[config.mk]
export PLATFORM = sky130hd
export DESIGN_NAME = edge_trace_capture
export DESIGN_NICKNAME = d
export VERILOG_FILES = /design/src/rtl/trc_pkg.sv /design/src/rtl/trc_sync.sv /design/src/rtl/trc_delta.sv /design/src/rtl/trc_ctrl.sv /design/src/rtl/edge_trace_capture.sv
export SDC_FILE = /design/constraint.sdc
export NUM_CORES = 1
export LEC_CHECK = 0
export CAP_MARGIN = 10
export CORE_UTILIZATION = 55
export CTS_BUF_LIST = sky130_fd_sc_hd__clkbuf_4 sky130_fd_sc_hd__clkbuf_8 sky130_fd_sc_hd__clkbuf_16
export CTS_CLUSTER_DIAMETER = 80
export CTS_CLUSTER_SIZE = 10
export DETAILED_ROUTE_END_ITERATION = 16
export PLACE_DENSITY_LB_ADDON = 0.3
export SLEW_MARGIN = 20
export SYNTH_ARGS = -nofsm -noshare
export SYNTH_HDL_FRONTEND = slang
export SYNTH_SLANG_ARGS = --single-unit
[constraint.sdc]
create_clock -name clk -period 5.4 [get_ports clk]
set_clock_uncertainty 0.1 [all_clocks]
set_input_delay 1.08 -clock clk [delete_from_list [all_inputs] [get_ports clk]]
set_output_delay 1.08 -clock clk [all_outputs]
set_load 0.01 [all_outputs]
[src/rtl/trc_pkg.sv]
package trc_pkg;
  typedef enum logic [1:0] {
    ST_IDLE = 2'd0,
    ST_RUN  = 2'd1,
    ST_DONE = 2'd2
  } run_state_e;
endpackage

[src/rtl/trc_sync.sv]
module trc_sync #(
  parameter int W      = 16,
  parameter int STAGES = 2
) (
  input  logic         clk,
  input  logic         rst_n,
  input  logic [W-1:0] d,
  output logic [W-1:0] q
);
  logic [W-1:0] stg_q [STAGES];

  for (genvar i = 0; i < STAGES; i++) begin : g_stage
    if (i == 0) begin : g_first
      always_ff @(posedge clk or negedge rst_n) begin
        if (!rst_n) stg_q[i] <= '0;
        else        stg_q[i] <= d;
      end
    end else begin : g_rest
      always_ff @(posedge clk or negedge rst_n) begin
        if (!rst_n) stg_q[i] <= '0;
        else        stg_q[i] <= stg_q[i-1];
      end
    end
  end

  assign q = stg_q[STAGES-1];
endmodule

[src/rtl/trc_delta.sv]
module trc_delta #(
  parameter int DW = 16
) (
  input  logic          clk,
  input  logic          rst_n,
  input  logic          en,
  input  logic          zero,
  input  logic          restart,
  output logic [DW-1:0] elapsed,
  output logic          at_max
);
  logic [DW-1:0] cnt_q, cnt_d;

  assign at_max  = &cnt_q;
  assign elapsed = cnt_q;

  always_comb begin
    cnt_d = cnt_q;
    if (zero)                 cnt_d = '0;
    else if (restart)         cnt_d = DW'(1);
    else if (en && !at_max)   cnt_d = cnt_q + 1'b1;
  end

  always_ff @(posedge clk or negedge rst_n) begin
    if (!rst_n) cnt_q <= '0;
    else        cnt_q <= cnt_d;
  end
endmodule

[src/rtl/trc_ctrl.sv]
module trc_ctrl
  import trc_pkg::*;
#(
  parameter int CH_W    = 16,
  parameter int DELTA_W = 16,
  parameter int ADDR_W  = 18,
  localparam int RW     = CH_W + DELTA_W
) (
  input  logic              clk,
  input  logic              rst_n,
  input  logic              arm,
  input  logic              stop,
  input  logic [CH_W-1:0]   samp,
  input  logic [DELTA_W-1:0] elapsed,
  input  logic              elapsed_max,
  output logic              rec_take,
  output logic              wr_en,
  output logic [ADDR_W-1:0] wr_addr,
  output logic [RW-1:0]     wr_data,
  output logic              busy,
  output logic              done,
  output logic [ADDR_W:0]   rec_count
);
  localparam int              DEPTH    = 1 << ADDR_W;
  localparam logic [ADDR_W:0] LAST_IDX = (ADDR_W+1)'(DEPTH - 1);

  run_state_e          st_q, st_d;
  logic                first_q, first_d;
  logic [CH_W-1:0]     last_q, last_d;
  logic [ADDR_W:0]     cnt_q, cnt_d;
  logic                wr_en_q;
  logic [ADDR_W-1:0]   wr_addr_q;
  logic [RW-1:0]       wr_data_q, rec_word;
  logic                rec;

  always_comb begin
    st_d     = st_q;
    first_d  = first_q;
    last_d   = last_q;
    cnt_d    = cnt_q;
    rec      = 1'b0;
    rec_word = {samp, elapsed};
    if (arm) begin
      st_d    = ST_RUN;
      first_d = 1'b1;
      cnt_d   = '0;
    end else if (st_q == ST_RUN) begin
      if (stop) begin
        st_d = ST_DONE;
      end else begin
        if (first_q) begin
          rec      = 1'b1;
          rec_word = {samp, {DELTA_W{1'b0}}};
        end else if (samp != last_q) begin
          rec = 1'b1;
        end else if (elapsed_max) begin
          rec      = 1'b1;
          rec_word = {last_q, elapsed};
        end
        if (rec) begin
          first_d = 1'b0;
          last_d  = samp;
          cnt_d   = cnt_q + 1'b1;
          if (cnt_q == LAST_IDX) st_d = ST_DONE;
        end
      end
    end
  end

  always_ff @(posedge clk or negedge rst_n) begin
    if (!rst_n) begin
      st_q    <= ST_IDLE;
      first_q <= 1'b0;
      last_q  <= '0;
      cnt_q   <= '0;
      wr_en_q <= 1'b0;
    end else begin
      st_q    <= st_d;
      first_q <= first_d;
      last_q  <= last_d;
      cnt_q   <= cnt_d;
      wr_en_q <= rec;
    end
  end

  always_ff @(posedge clk or negedge rst_n) begin
    if (!rst_n) begin
      wr_addr_q <= '0;
      wr_data_q <= '0;
    end else if (rec) begin
      wr_addr_q <= cnt_q[ADDR_W-1:0];
      wr_data_q <= rec_word;
    end
  end

  assign rec_take  = rec;
  assign wr_en     = wr_en_q;
  assign wr_addr   = wr_addr_q;
  assign wr_data   = wr_data_q;
  assign busy      = (st_q == ST_RUN);
  assign done      = (st_q == ST_DONE);
  assign rec_count = cnt_q;
endmodule

[src/rtl/edge_trace_capture.sv]
module edge_trace_capture #(
  parameter int CH_W    = 16,
  parameter int DELTA_W = 16,
  parameter int ADDR_W  = 18,
  localparam int RW     = CH_W + DELTA_W
) (
  input  logic              clk,
  input  logic              rst_n,
  input  logic              arm,
  input  logic              stop,
  input  logic [CH_W-1:0]   ch_in,
  output logic              wr_en,
  output logic [ADDR_W-1:0] wr_addr,
  output logic [RW-1:0]     wr_data,
  output logic              busy,
  output logic              done,
  output logic [ADDR_W:0]   rec_count
);
  logic [CH_W-1:0]    samp;
  logic [DELTA_W-1:0] elapsed;
  logic               elapsed_max;
  logic               rec_take;

  trc_sync #(.W(CH_W), .STAGES(2)) u_sync (
    .clk   (clk),
    .rst_n (rst_n),
    .d     (ch_in),
    .q     (samp)
  );

  trc_delta #(.DW(DELTA_W)) u_delta (
    .clk     (clk),
    .rst_n   (rst_n),
    .en      (busy),
    .zero    (arm),
    .restart (rec_take),
    .elapsed (elapsed),
    .at_max  (elapsed_max)
  );

  trc_ctrl #(.CH_W(CH_W), .DELTA_W(DELTA_W), .ADDR_W(ADDR_W)) u_ctrl (
    .clk         (clk),
    .rst_n       (rst_n),
    .arm         (arm),
    .stop        (stop),
    .samp        (samp),
    .elapsed     (elapsed),
    .elapsed_max (elapsed_max),
    .rec_take    (rec_take),
    .wr_en       (wr_en),
    .wr_addr     (wr_addr),
    .wr_data     (wr_data),
    .busy        (busy),
    .done        (done),
    .rec_count   (rec_count)
  );
endmodule

==> run_results.csv <==
group,metric,value,unit
final_layout,multiInputGateArea,2020,um^2
cts,post_cts_buffers,0,
cts,htreeDepth,4,
logic_synthesis,synth_top_area_share,0.614,
logic_synthesis,ys_seq_area_frac,0.614,
grt,grt_antenna_before_repair,0,
sta,fmax,328,MHz
final_layout,antennaDiodeCount,0,
worst_setup_path,critPathSlowestCell,"a31oi_1",
sta,fin_crit,3.05,ns
detailed_routing,ant_nets,0,
grt,grtUsageTotal,0.226,
final_layout,synthToLayoutAreaGrowth,28.4,%
cts,cts_buffers,17,
detailed_routing,detail_route.wl_per_cell,16.1,um
detailed_routing,drtIter0Drc,146,
pwr,power_density,360,nW/um^2
sta,min_period_over_period,0.565,
placed_design,dp_slack,1.83,ns
worst_setup_path,worstPathMaxFanout,12,
logic_synthesis,postSynth.asyncResetShare,1.00,
detailed_routing,drt_wl_total,10.7,mm
logic_synthesis,synth_edf_count,0,
floorplan,io_pins,92,
worst_setup_path,crit_type,"in -> reg",
sta,finalSetupViolCount,0,
floorplan,die_area,10600,um^2
placed_design,portBuffers,91,
logic_synthesis,syn_area,5580,um^2
worst_setup_path,crit_chain,"clkdlybuf4s50_1, or2_2, a31oi_1, and4_1, mux2_2",
sta,setup_slack,2.35,ns
grt,overflow,0,
sta,finalHoldViolations,0,
cts,cts.path.max_buffers,2,
floorplan,die-width,103,um
pwr,irDropWorstVdd,0.000272,V
worst_setup_path,endpoint_kind,"flop",
sta,rsz0062_at_grt,"false",
detailed_routing,dr.pass1.iters,4,
logic_synthesis,ys_top_cells_by_area,"dfrtp_1 (61%), mux2_1 (7.9%), mux2_2 (6.0%), xnor2_1 (2.7%), xor2_1 (2.4%)",
detailed_routing,drc,0,
floorplan,rows,36,
placed_design,gp_congestion,0.793,
final_layout,drive_above_1_share,0.140,
final_layout,num-nets-final,539,
floorplan,die-height,103,um
worst_setup_path,crit_required,5.70,ns
logic_synthesis,synth.distinct_cells,45,
detailed_routing,dr_total_vias,3592,
cts,clkLatencyLatePin,0.51,ns
logic_synthesis,syn_area_per_cell,13.3,um^2
worst_setup_path,slowest_delay,0.80,ns
cts,cts_tree,"built",
pwr,p_leak,3.07,nW
logic_synthesis,ys_seq_elements,137,
sta,tns,0,ns
logic_synthesis,synthCells,421,
worst_setup_path,start_kind,"input pin",
worst_setup_path,path_buf_inv,1,
sta,drv_slew,0,
outcome,run_status,"completed",
sta,worst_pin_slew,1.06,ns
cts,clockRootBuffer,"clkbuf_8",
cts,cts_sinks,137,
cts,cts-hold-fix-buffers,0,
sta,max_slew_margin,0.293,
floorplan,initial_core_util,0.569,
cts,post_cts_resized,0,
logic_synthesis,synthFlopType,"dfrtp_1",
detailed_routing,viasPerCell,5.42,
logic_synthesis,synth.largest_area_cell,"dfrtp_1",
grt,grt_pass1_vias,3611,
worst_setup_path,worst-endpoint-arrival,3.35,ns
final_layout,regArea,3430,um^2
logic_synthesis,yosys_warnings,0,
final_layout,fillers,673,
grt,grt_pass1_wl,17.7,mm
placed_design,hpwl,6.89,mm
cts,clk_pin_slew,0.06,ns
run,max-cap-violations,0,
floorplan,core_area,9820,um^2
logic_synthesis,syn_nets,443,
worst_hold_path,hp-class,"reg -> reg",
worst_setup_path,cpLargestDelayFamily,"compound AO/OA/AOI/OAI gates",
grt,grt_max_degree,75,
-- per-stage QoR --
step,instance area (um^2),cells,power (mW),utilization,hold WS [ns]
4_1_cts,7170,663,2.60,0.730,0.248
5_1_grt,7170,663,2.69,0.730,0.253
2_1_floorplan,5580,421,1.31,-,0.231
3_5_place_dp,6580,631,1.46,0.670,0.235
6_report,7170,663,2.58,0.730,0.244
3_3_place_gp,6580,631,1.44,0.670,0.232
-- cells in the final DEF, fill, tap and decap left out, types with 3 or more instances in the layout --
cell type and n:
mux2_2 30, clkinvlp_4 4, nand3_1 12, clkinv_4 3, dfrtp_1 137, o21ai_0 10
and4_1 4, buf_4 4, mux2_1 39, nand3b_1 3, xnor2_1 17, bufinv_16 3
nand2b_1 3, nand4_1 12, or3_1 10, nand2_1 10, nor2_1 26, clkbuf_16 16
a21oi_1 14, clkdlybuf4s50_1 90, xor2_1 15, nor2b_1 20, and3_1 7, inv_1 5
-- final timing paths --
check                                          startpoint                               to  slack, ns  cells after the start
min reg2reg                    u_sync.stg_q[16]$_DFF_PN0_            u_sync.q[0]$_DFF_PN0_       0.24                      0
min                            u_sync.stg_q[16]$_DFF_PN0_            u_sync.q[0]$_DFF_PN0_       0.24                      0
max in group asynchronous                           rst_n   u_ctrl.wr_data[21]$_DFFE_PN0P_       3.45                      2
max reg2reg                u_delta.elapsed[4]$_DFFE_PN0P_  u_ctrl.rec_count[3]$_DFFE_PN0P_       2.54                      6
max                                                  stop  u_ctrl.rec_count[3]$_DFFE_PN0P_       2.35                      5
min in group asynchronous                           rst_n       u_sync.stg_q[17]$_DFF_PN0_       0.48                      1
-- cells in the mapped netlist, types with 2 or more instances --
library cell and n:
a21oi_1 14, a311o_1 2, and2_1 2, and3_1 7, and4_1 4, buf_2 4, buf_4 2, buf_6 5
clkbuf_1 6, dfrtp_1 137, ha_1 2, inv_1 5, mux2_1 39, mux2_2 30, mux2i_1 2, nand2_1 10
nand2b_1 3, nand3_1 12, nand3b_1 3, nand4_1 12, nor2_1 26, nor2b_1 20, nor3_1 2, o21ai_0 10
o41ai_1 2, or2_2 2, or3_1 10, xnor2_1 17, xor2_1 15
-- state kept, by name (all words and copies together) (netlist names) --
name	cells
u_ctrl.wr_en	1
u_ctrl.wr_data	32
u_sync.q	16
u_ctrl.wr_addr	18
u_ctrl.last_q	16
u_sync.stg_q	16
u_ctrl.rec_count	19
u_ctrl.st_q	2
u_ctrl.first_q	1
u_delta.elapsed	16
-- kinds of logic (layout without fill, tap and decap cells) --
kind of cell	count (synthesis)	after routing	share of synthesized area
compound gates	38	38	0.0444
fa+ha+maj	2	2	0.00448
mux	71	71	0.143
buf+inv	23	132	0.0244
simple gates	118	118	0.120
xor+xnor	32	32	0.0502
flops	137	137	0.614
-- worst reg2reg max path, cell delays in order (launching register included) --
cell and delay, ns:
dfrtp_1 0.44, and3_1 0.23, and3_1 0.34, nand4_2 0.21, a31oi_1 0.80, and4_1 0.31
mux2_2 0.33
-- layout make-up --
type	count	share of cell area
Timing Repair Buffer	95	0.131
Sequential cell	137	0.478
Clock buffer	18	0.0588
Multi-Input combinational cell	261	0.282
Tap cell	133	0.0232
Inverter	5	0.00262
Clock inverter	14	0.0243
-- report_power, final --
| group | switching (mW) | internal [mW] |
|---|---|---|
| Combinational | 0.120 | 0.150 |
| Sequential | 0.0582 | 1.11 |
| Clock | 0.432 | 0.710 |
-- layer usage --
| metal | track usage | part of all wire | up-vias |
|---|---|---|---|
| met1 | 0.292 | 0.43 | 1822 |
| li1 | - | - | 1678 |
| met3 | 0.0651 | 0.038 | 10 |
| met5 | 0 | 0 | - |
| met2 | 0.365 | 0.52 | 82 |
| met4 | 0.0834 | 0.0083 | 0 |
No activity file was read; power rests on OpenSTA's default activity.
